==> src/rtl/cellBufPkg.sv <==
package cellBufPkg;
  localparam int WORD_W     = 32;
  localparam int CELL_WORDS = 14;
  localparam int SLOT_CNT   = 2;
  localparam int IDX_W      = $clog2(CELL_WORDS);
  localparam int SLOT_W     = $clog2(SLOT_CNT);
  localparam int PAY_FIRST  = 2;
  localparam int CRC10_W    = 10;

  typedef enum logic [1:0] {
    TR_NONE  = 2'b00,
    TR_RUN32 = 2'b01,
    TR_APP32 = 2'b10,
    TR_CRC10 = 2'b11
  } trailerE;

  // Strobes from control to datapath
  typedef struct packed {
    logic              wrEn;
    logic [SLOT_W-1:0] wrSlot;
    logic [IDX_W-1:0]  wrIdx;
    logic              rdFire;
    logic [SLOT_W-1:0] rdSlot;
    logic [IDX_W-1:0]  rdIdx;
  } strobeT;

  function automatic logic [31:0] crc32Step(input logic [31:0] acc,
                                            input logic [31:0] data,
                                            input logic [31:0] poly);
    logic [31:0] c;
    logic fb;
    c = acc;
    for (int i = 31; i >= 0; i--) begin
      fb = c[31] ^ data[i];
      c  = {c[30:0], 1'b0};
      if (fb) c = c ^ poly;
    end
    return c;
  endfunction

  function automatic logic [CRC10_W-1:0] crc10Step(input logic [CRC10_W-1:0] acc,
                                                   input logic [31:0] data,
                                                   input logic [CRC10_W-1:0] poly);
    logic [CRC10_W-1:0] c;
    logic fb;
    c = acc;
    for (int i = 31; i >= 0; i--) begin
      fb = c[CRC10_W-1] ^ data[i];
      c  = {c[CRC10_W-2:0], 1'b0};
      if (fb) c = c ^ poly;
    end
    return c;
  endfunction
endpackage

==> src/rtl/cellBufCtrl.sv <==
module cellBufCtrl
  import cellBufPkg::*;
(
  input  logic             clk,
  input  logic             rstN,
  input  logic             wrValid,
  input  logic [IDX_W-1:0] wrIdx,
  input  logic             outReady,
  output logic             wrReady,
  output logic             notFull,
  output logic             outValid,
  output logic             outLast,
  output strobeT           stb
);
  localparam logic [IDX_W-1:0] LAST_IDX = IDX_W'(CELL_WORDS - 1);

  logic [SLOT_CNT-1:0] slotFull, slotFullNext;
  logic [SLOT_W-1:0]   wrPtr, rdPtr;
  logic [IDX_W-1:0]    rdIdx;
  logic                wrTake, commit, rdFire, drop, idxOk;

  assign idxOk    = (wrIdx <= LAST_IDX);
  assign wrReady  = ~slotFull[wrPtr];
  assign notFull  = ~slotFull[wrPtr];
  assign wrTake   = wrValid & wrReady;
  assign commit   = wrTake & (wrIdx == LAST_IDX);
  assign outValid = slotFull[rdPtr];
  assign outLast  = outValid & (rdIdx == LAST_IDX);
  assign rdFire   = outValid & outReady;
  assign drop     = rdFire & (rdIdx == LAST_IDX);

  always_comb begin
    slotFullNext = slotFull;
    if (commit) slotFullNext[wrPtr] = 1'b1;
    if (drop)   slotFullNext[rdPtr] = 1'b0;
  end

  always_ff @(posedge clk) begin
    if (!rstN) begin
      slotFull <= '0;
      wrPtr    <= '0;
      rdPtr    <= '0;
      rdIdx    <= '0;
    end else begin
      slotFull <= slotFullNext;
      if (commit) wrPtr <= wrPtr + 1'b1;
      if (drop) begin
        rdPtr <= rdPtr + 1'b1;
        rdIdx <= '0;
      end else if (rdFire) begin
        rdIdx <= rdIdx + 1'b1;
      end
    end
  end

  always_comb begin
    stb.wrEn   = wrTake & idxOk;
    stb.wrSlot = wrPtr;
    stb.wrIdx  = wrIdx;
    stb.rdFire = rdFire;
    stb.rdSlot = rdPtr;
    stb.rdIdx  = rdIdx;
  end
endmodule

==> src/rtl/cellBufData.sv <==
module cellBufData
  import cellBufPkg::*;
#(
  parameter logic [31:0]        CRC32_POLY = 32'h04C1_1DB7,
  parameter logic [CRC10_W-1:0] CRC10_POLY = 10'h233
) (
  input  logic              clk,
  input  logic              rstN,
  input  strobeT            stb,
  input  logic [WORD_W-1:0] wrData,
  output logic [WORD_W-1:0] outData
);
  localparam logic [IDX_W-1:0] LAST_IDX = IDX_W'(CELL_WORDS - 1);
  localparam logic [IDX_W-1:0] FIRST_PAY = IDX_W'(PAY_FIRST);

  logic [WORD_W-1:0] rdWordS [SLOT_CNT];
  logic [7:0]        ctrlS   [SLOT_CNT];

  for (genvar g = 0; g < SLOT_CNT; g++) begin : gSlot
    logic [WORD_W-1:0] mem [CELL_WORDS];
    always_ff @(posedge clk) begin
      if (stb.wrEn && stb.wrSlot == SLOT_W'(g)) mem[stb.wrIdx] <= wrData;
    end
    assign rdWordS[g] = mem[stb.rdIdx];
    assign ctrlS[g]   = mem[0][31:24];
  end

  logic [WORD_W-1:0]  rdWord, crcIn10, acc, seed, accNext;
  logic [7:0]         ctrlByte;
  trailerE            mode;
  logic               seedInit, isPay, isLast, isFirstPay;
  logic [31:0]        c32Next;
  logic [CRC10_W-1:0] c10Next;

  assign rdWord     = rdWordS[stb.rdSlot];
  assign ctrlByte   = ctrlS[stb.rdSlot];
  assign mode       = trailerE'(ctrlByte[1:0]);
  assign seedInit   = ctrlByte[2];
  assign isLast     = (stb.rdIdx == LAST_IDX);
  assign isFirstPay = (stb.rdIdx == FIRST_PAY);
  assign isPay      = (stb.rdIdx >= FIRST_PAY);

  always_comb begin
    seed = acc;
    if (isFirstPay) begin
      if (mode == TR_CRC10) seed = '0;
      else if (seedInit)    seed = '1;
    end
  end

  assign crcIn10 = isLast ? {rdWord[WORD_W-1:CRC10_W], {CRC10_W{1'b0}}} : rdWord;
  assign c32Next = crc32Step(seed, rdWord, CRC32_POLY);
  assign c10Next = crc10Step(seed[CRC10_W-1:0], crcIn10, CRC10_POLY);

  always_comb begin
    accNext = acc;
    if (stb.rdFire && isPay) begin
      unique case (mode)
        TR_RUN32: accNext = c32Next;
        TR_APP32: if (!isLast) accNext = c32Next;
        TR_CRC10: accNext = {{(WORD_W-CRC10_W){1'b0}}, c10Next};
        default:  accNext = acc;
      endcase
    end
  end

  always_ff @(posedge clk) begin
    if (!rstN) acc <= '1;
    else       acc <= accNext;
  end

  always_comb begin
    outData = rdWord;
    if (isLast) begin
      if (mode == TR_APP32)      outData = ~acc;
      else if (mode == TR_CRC10) outData = {rdWord[WORD_W-1:CRC10_W], c10Next};
    end
  end
endmodule

==> src/rtl/cellWriteBuf.sv <==
module cellWriteBuf
  import cellBufPkg::*;
#(
  parameter logic [31:0]        CRC32_POLY = 32'h04C1_1DB7,
  parameter logic [CRC10_W-1:0] CRC10_POLY = 10'h233
) (
  input  logic              clk,
  input  logic              rstN,
  input  logic              wrValid,
  input  logic [IDX_W-1:0]  wrIdx,
  input  logic [WORD_W-1:0] wrData,
  output logic              wrReady,
  output logic              notFull,
  output logic              outValid,
  input  logic              outReady,
  output logic [WORD_W-1:0] outData,
  output logic              outLast
);
  strobeT stb;

  cellBufCtrl uCtrl (
    .clk(clk), .rstN(rstN), .wrValid(wrValid), .wrIdx(wrIdx),
    .outReady(outReady), .wrReady(wrReady), .notFull(notFull),
    .outValid(outValid), .outLast(outLast), .stb(stb)
  );

  cellBufData #(.CRC32_POLY(CRC32_POLY), .CRC10_POLY(CRC10_POLY)) uData (
    .clk(clk), .rstN(rstN), .stb(stb), .wrData(wrData), .outData(outData)
  );
endmodule

==> config.mk <==
export PLATFORM = sky130hd
export DESIGN_NAME = cellWriteBuf
export DESIGN_NICKNAME = d
export VERILOG_FILES = /design/src/rtl/cellBufPkg.sv /design/src/rtl/cellBufCtrl.sv /design/src/rtl/cellBufData.sv /design/src/rtl/cellWriteBuf.sv
export SDC_FILE = /design/constraint.sdc
export NUM_CORES = 1
export LEC_CHECK = 0
export ABC_AREA = 0
export BUFFER_PORTS_ARGS = -buffer_cell sky130_fd_sc_hd__clkbuf_2
export CAP_MARGIN = 20
export CORE_UTILIZATION = 68
export DETAILED_ROUTE_END_ITERATION = 6
export GPL_TIMING_DRIVEN = 1
export PLACE_DENSITY = 0.91
export SLEW_MARGIN = 25
export SYNTH_ARGS = -nofsm -noshare
export SYNTH_HDL_FRONTEND = slang
export SYNTH_HIERARCHICAL = 1
export SYNTH_SLANG_ARGS = --single-unit
==> constraint.sdc <==
create_clock -name clk -period 14.6 [get_ports clk]
set_input_delay 0.73 -clock clk [delete_from_list [all_inputs] [get_ports clk]]
set_output_delay 0.73 -clock clk [all_outputs]
set_load 0.005 [all_outputs]
==> After elaboration in Yosys (flattened, before gate mapping) <==
Memories as Yosys holds them, arrays and structs flattened. A register that Yosys moved wholly into a read port is not among the register bits.
Index checks and enable logic that the tools add are counted.
{ "op_classes": {"n_addsub": 3, "magnitude_cmp": 7, "n_eq_ne": 7, "mux": 97, "n_bitwise": 142, "reduce_logical": 8} }
{ "ops": {"columns": ["operator", "n"], "rows": [
  ["27-bit 2-to-1 mux", 32],
  ["14-bit inverter", 32],
  ["10-bit 2-to-1 mux", 34],
  ["32-bit 2-to-1 mux", 9],
  ["5-bit inverter", 32],
  ["32-bit one-hot mux with 3 select lines", 1],
  ["1-bit XOR", 64],
  ["32-bit inverter", 1],
  ["4-bit 2-to-1 mux", 4],
  ["1-bit 2-to-1 mux", 10],
  ["3-bit 2-to-1 mux", 3],
  ["4-bit == test (second input constant)", 2],
  ["1-bit bitwise AND", 6],
  ["1-bit logical AND", 5],
  ["4-bit by 1-bit adder with 4-bit output (second input constant)", 1],
  ["2-bit == test (second input constant)", 2],
  ["4-bit by 2-bit == test with 1-bit output (second input constant)", 1],
  ["4-bit by 2-bit >= comparator with 1-bit output (second input constant)", 1],
  ["4-bit less-or-equal comparator (second input constant)", 1],
  ["1-bit by 2-bit < comparator with 1-bit output (second input constant)", 2],
  ["2-bit 2-to-1 mux", 2],
  ["1-bit inverter", 3],
  ["3-bit AND reduction", 1],
  ["3-bit nonzero test", 1],
  ["other kinds (11)", 14]
]} }
{ "totals": {"register_bits": 40, "ramBits": 896, "in_bits": 40, "output_inout_bits": 36, "wordCells": 271, "memories": 2} }
{ "mem_list": {"columns": ["name", "words", "width", "rd", "rd_clocked_by_memory_dff", "wr", "line_no", "source"], "rows": [
  ["uData.gSlot[0].mem", 14, 32, 2, 1, 1, "cellBufData.sv:20", "logic [WORD_W-1:0] mem [CELL_WORDS];"],
  ["uData.gSlot[1].mem", 14, 32, 2, 1, 1, "cellBufData.sv:20", null]
]} }

==> Logic depth before layout (Yosys ltp) <==
{ "logic_depth": {"word_depth": 74, "ltp_mapped": 26, "depth_no_buf": 14} }

==> Hierarchy <==
Netlist, hierarchy kept.
{ "by_module_without_submodules": {"columns": ["module", "n_inst", "cells_per_inst", "area_per_inst_um2", "seq_area_each_um2"], "rows": [
  ["cellBufData", 1, 2367, 41507.3, 27546.4],
  ["cellBufCtrl", 1, 61, 501.7, 160.2]
]} }

==> Least setup slack after synthesis <==
No wires, ideal clock.
{ "synth_path": {"kind": "reg-to-output", "from": "register uCtrl.rdIdx[1]", "to": "output port outData[4]", "t_arrival_ns": 4.699, "required_ns": 13.870, "setup_slack_ns": 9.171, "stages_incl_launch_ff": 23, "n_path_buf": 9, "cell_sequence": "dfxtp_1 -> buf_2 -> buf_6 -> buf_6 -> buf_6 -> buf_4 -> buf_4 -> buf_4 -> buf_4 -> buf_2 -> mux4_2 -> mux4_2 -> mux2i_1 -> nor2_1 -> xnor2_1 -> xnor3_1 -> xnor2_1 -> xor3_1 -> xnor3_1 -> xnor2_1 -> nand2_1 -> nand3_1 -> o21ai_0"} }
{ "synth_via": {"elab_chain_cells": 69, "word_cells_on_any_way": 103, "cone_classes": "eq/ne: 2; mux: 37; bitwise: 64"} }
{ "synth_rtl": {"columns": ["item", "line_no", "source"], "rows": [
  ["from (decl)", "cellBufCtrl.sv:19", "logic [IDX_W-1:0] rdIdx;"],
  ["from (signal assigned)", "cellBufCtrl.sv:51", "rdIdx <= rdIdx + 1'b1;"],
  ["4-bit by 2-bit == test with 1-bit output", "cellBufData.sv:40", "assign isFirstPay = (stb.rdIdx == FIRST_PAY);"],
  ["32-bit 2-to-1 mux", "cellBufData.sv:45", "if (isFirstPay) begin"],
  ["1-bit XOR or 5-bit inverter (tied branches)", null, null],
  ["10-bit 2-to-1 mux", "cellBufPkg.sv:50", "if (fb) c = c ^ poly;"],
  ["1-bit XOR", "cellBufPkg.sv:48", "fb = c[CRC10_W-1] ^ data[i];"],
  ["10-bit 2-to-1 mux", "cellBufPkg.sv:50", null],
  ["1-bit XOR", "cellBufPkg.sv:48", null],
  ["10-bit 2-to-1 mux", "cellBufPkg.sv:50", null],
  ["(+53 left out)", null, null],
  ["10-bit 2-to-1 mux", "cellBufPkg.sv:50", null],
  ["1-bit XOR", "cellBufPkg.sv:48", null],
  ["10-bit 2-to-1 mux", "cellBufPkg.sv:50", null],
  ["1-bit XOR", "cellBufPkg.sv:48", null],
  ["10-bit 2-to-1 mux", "cellBufPkg.sv:50", null],
  ["10-bit 2-to-1 mux", "cellBufData.sv:76", "else if (mode == TR_CRC10) outData = {rdWord[WORD_W-1:CRC10_W], c10Next};"],
  ["32-bit 2-to-1 mux", "cellBufData.sv:75", "if (mode == TR_APP32) outData = ~acc;"],
  ["32-bit 2-to-1 mux *", "cellBufData.sv:74", "if (isLast) begin"],
  ["to (decl)", "cellWriteBuf.sv:16", "output logic [WORD_W-1:0] outData,"]
]} }
Every way passes the cells marked *; elsewhere a longest branch is shown, timed or not.

==> Final worst setup path <==
{ "layout_path": {"from": "register uCtrl.rdIdx[0]", "to": "output port outData[4]"} }
The elaborated chain is that of the path after synthesis.

==> flow_summary_export.csv <==
group,metric,value,unit
die,die_area,62780,µm²
routing,initialDrtViolationCount,3658,
worst_hold_path,hold_end,"uCtrl/rdIdx[3]$_SDFFE_PP0P_",
timing,fin_setup_tns,0,ns
routing,vias,24661,
cts,cts_root_buf,"clkbuf_16",
synthesis,syn_avg_cell_area,17.30,µm²
timing,hold_violations,0,
global_route,met2_usage,60.20,%
global_route,overflow,0,
critical_path,reg2reg_to,"uData/acc[16]$_SDFFE_PN1P_",
final_layout,drive_gt1_share,19.46,%
cts,postCtsSetupRepairBufs,0,
status,status,"finished clean",
critical_path,crit_fanout,128,
critical_path,end_kind,"output pin",
critical_path,arrival,7.61,ns
cts,cts.sinks,936,
run,cap_violations,0,
critical_path,r2r_cells,15,
final_layout,n_fill_cell,3167,
synthesis,syn_area,42010,µm²
routing,viasPerCell,7.329,
critical_path,rrSetupSlack,6.54,ns
die,initial_core_util,69.21,%
critical_path,max_stage_delay,0.73,ns
synthesis,syn_nets,2470,
cts,clk_latency,0.66,ns
timing,slew_headroom,22.85,%
cts,cts_tree,"built",
critical_path,worst-setup-path-type,"register to output pin",
power_and_ir_drop,powerDensity,137.8,nW/µm²
timing,final.period_utilization,57.12,%
timing,finalWorstSetupSlack,6.260,ns
final_layout,syn2layout_area_growth,9.111,%
die,core-area,60700,µm²
die,pin_count,76,
global_route,grt.busiest_layer,"met2",
placed_design,portBuffers,75,
cts,ctsHoldBuffers,0,
global_route,grt_antenna_before_repair,5,
routing,drcViolationCount,0,
synthesis,ys_ff_latch,936,
cts,clk_pin_slew_worst_paths,0.06,ns
global_route,grt_util_all_layers,39.44,%
power_and_ir_drop,peakVddDrop,0.08913,mV
critical_path,reg2reg_from,"uCtrl/rdIdx[0]$_SDFFE_PP0P_",
timing,max_freq,0.1199,GHz
power_and_ir_drop,p_leak,14.93,nW
critical_path,crit_path_top_delay_cell,"buf_4",
worst_hold_path,hp-class,"input port to register",
placed_design,gp_congestion,1.004,
routing,route.final.wire_length,122.2,mm
synthesis,synthCells,2428,
synthesis,yosysSeqAreaShare,65.95,%
global_route,use_met1,52.04,%
cts,numCtsBuffers,91,
die,die_w,250.6,µm
timing,tightest_slew,1.157,ns
placed_design,place_ws,6.927,ns
timing,finalSetupViolations,0,
critical_path,crit_chain,"buf_4 -> buf_12 -> buf_12 -> mux4_2 -> mux4_2 -> mux2i_1 -> nor2_1 -> xnor2_1 -> xnor3_1 -> xnor2_1 -> xor3_1 -> xnor3_1 -> xnor2_1 -> nand2_1 -> nand3_1 -> o21ai_0 -> clkbuf_2",
synthesis,ys_types,88,
synthesis,synth-main-ff-cell,"edfxtp_1",
global_route,grt_pass1_vias,24539,
placed_design,dp_hpwl,63.55,mm
worst_hold_path,min_from,"outReady",
global_route,grt_start_max_net_pins,132,
critical_path,cpMostUsedCell,"xnor2_1",
power_and_ir_drop,total_power,6.316,mW
final_layout,final_util,75.52,%
critical_path,required,13.87,ns
worst_hold_path,hold_depth,3,
critical_path,critPathLaunchType,"register",
final_layout,fin_nets,2548,
synthesis,synth-async-reset-ratio,0,%
cts,h-tree-depth,3,
die,row_count,90,
timing,rsz0062_at_grt,"false",
cts,cts_resized,0,
global_route,gr-usage-met3,9.976,%
synthesis,yosysWarningCount,6,
timing,maxSlewViolCount,0,
timing,skew,0.03862,ns
global_route,grt_pass1_wl,173.0,mm
routing,ant_nets,0,
timing,period_needed,8.340,ns
routing,wl_per_cell,36.31,µm
cts,clockBufferDepth,3,
die,die_h,250.6,µm
synthesis,synth-edff-count,896,
routing,first_pass_iters,5,
==> registers in the layout, summed over array words and instances (netlist names) <==
signal / cells
uCtrl/rdIdx: 4
uCtrl/rdPtr: 1
uCtrl/slotFull: 2
uCtrl/wrPtr: 1
uData/acc: 32
uData/gSlot.mem: 896
==> report_power, final <==
group          switching [mW]  internal (mW)
Clock                    1.04           1.28
Sequential            0.00506           2.96
Combinational           0.553          0.477
Total                    1.60           4.72
==> cell usage after synthesis (7+ instances only) <==
| cell type | count | area, µm² |
|---|---|---|
| edfxtp_1 | 896 | 26910 |
| o22ai_1 | 55 | 344.1 |
| o21a_1 | 17 | 127.6 |
| buf_6 | 30 | 337.8 |
| buf_12 | 8 | 160.2 |
| mux2_2 | 19 | 214.0 |
| buf_8 | 8 | 120.1 |
| o2111ai_1 | 8 | 70.07 |
| xnor3_1 | 50 | 1126 |
| a221oi_1 | 10 | 87.58 |
| o211ai_1 | 25 | 187.7 |
| o21ai_1 | 7 | 35.03 |
| a21oi_1 | 43 | 215.2 |
| xnor3_2 | 17 | 404.1 |
| clkbuf_1 | 45 | 168.9 |
| a22oi_1 | 26 | 195.2 |
| buf_2 | 17 | 85.08 |
| nor2_1 | 69 | 259.0 |
| mux2i_1 | 251 | 2512 |
| or3_1 | 19 | 118.9 |
| a31o_2 | 16 | 140.1 |
| xnor2_2 | 10 | 162.7 |
| nand2_1 | 133 | 499.2 |
| nand3_1 | 15 | 75.07 |
| mux4_2 | 100 | 2252 |
| inv_1 | 12 | 45.04 |
| o21ai_0 | 66 | 330.3 |
| xor2_1 | 56 | 490.5 |
| o221ai_1 | 24 | 210.2 |
| dfxtp_1 | 40 | 800.8 |
| mux2_1 | 8 | 90.09 |
| buf_4 | 23 | 172.7 |
| xnor2_1 | 174 | 1524 |
==> critical path: cells and delay by family, from the launching register on <==
| kind | cells | cell delay (ns) |
|---|---|---|
| simple gates | 3 | 0.28 |
| flops | 1 | 0.48 |
| compound gates | 1 | 0.15 |
| mux | 3 | 1.62 |
| xor+xnor | 6 | 1.85 |
| buf+inv | 4 | 2.17 |
==> layout by cell type, fill, tap and decap left out, types with 11 or more instances in the layout <==
master / synthesis / routed
xnor2_1: 174 / 174
edfxtp_1: 896 / 896
clkbuf_2: 1 / 75
clkinv_2: 0 / 17
mux4_2: 100 / 100
o22ai_1: 55 / 55
clkbuf_16: 0 / 93
o211ai_1: 25 / 25
xor2_1: 56 / 56
clkinv_1: 0 / 17
clkbuf_1: 45 / 20
mux2_2: 19 / 19
a21oi_1: 43 / 43
o21a_1: 17 / 17
xnor3_1: 50 / 50
nor2_4: 1 / 29
or3_1: 19 / 18
nand2_1: 133 / 133
buf_4: 23 / 48
nor2_1: 69 / 40
o221ai_1: 24 / 24
dfxtp_1: 40 / 35
o21ai_0: 66 / 66
a22oi_1: 26 / 26
mux2i_1: 251 / 251
xnor3_2: 17 / 17
a31o_2: 16 / 16
inv_1: 12 / 11
nand3_1: 15 / 15
==> layout make-up <==
class                      count  area [µm²]  share of cell area [%]
clock buffer                 113        2402                   5.241
multi-input combinational   1339       13390                   29.20
sequential                   936       27720                   60.47
clock inverter                54       504.2                   1.100
inverter                      12       45.04                 0.09827
antenna                        3       7.507                 0.01638
tap                          782       978.4                   2.135
timing repair buffer         126       795.8                   1.736
==> metrics by stage <==
step                instance area (µm²)  cells  hold slack (ns)
global placement                  42920   3195           0.4850
floorplan                         42010   2428           0.4569
finish                            45840   3365           0.3593
CTS                               45830   3362           0.3310
global route                      45830   3364           0.3684
detailed placement                42920   3195           0.4897
==> per-layer routing <==
layer / share of wire (%) / vias up
li1: - / 9664
met3: 15 / 494
met4: 6.8 / 6
met5: 0.034 / -
met2: 46 / 2310
met1: 33 / 12187
==> cells by family (layout without fill, tap and decap cells) <==
group	Yosys count	count (layout)	synth area share (%)
DFF	936	936	65.95
and+or+nand+nor	287	287	3.124
xor gates and xnor gates	332	332	10.24
other	0	3	0
buffers and inverters	153	305	2.725
muxes	380	380	12.19
AOI/OAI and AO/OA	338	338	5.710
adders and majority gates	2	2	0.05956
==> worst max-delay path by stage <==
stage,slack (ns),to,startpoint
after CTS,6.25,outData[9],uCtrl/rdIdx[0]$_SDFFE_PP0P_
after global routing,5.95,outData[9],uCtrl/rdIdx[0]$_SDFFE_PP0P_
final,6.26,outData[4],uCtrl/rdIdx[0]$_SDFFE_PP0P_
after detailed placement,6.93,uData/acc[16]$_SDFFE_PN1P_,uCtrl/rdIdx[0]$_SDFFE_PP0P_
after global placement,7.04,uData/acc[16]$_SDFFE_PN1P_,uCtrl/rdIdx[0]$_SDFFE_PP0P_
after floorplan,9.17,outData[4],uCtrl/rdIdx[1]$_SDFFE_PP0P_
No activity file was read; power rests on OpenSTA's default activity.
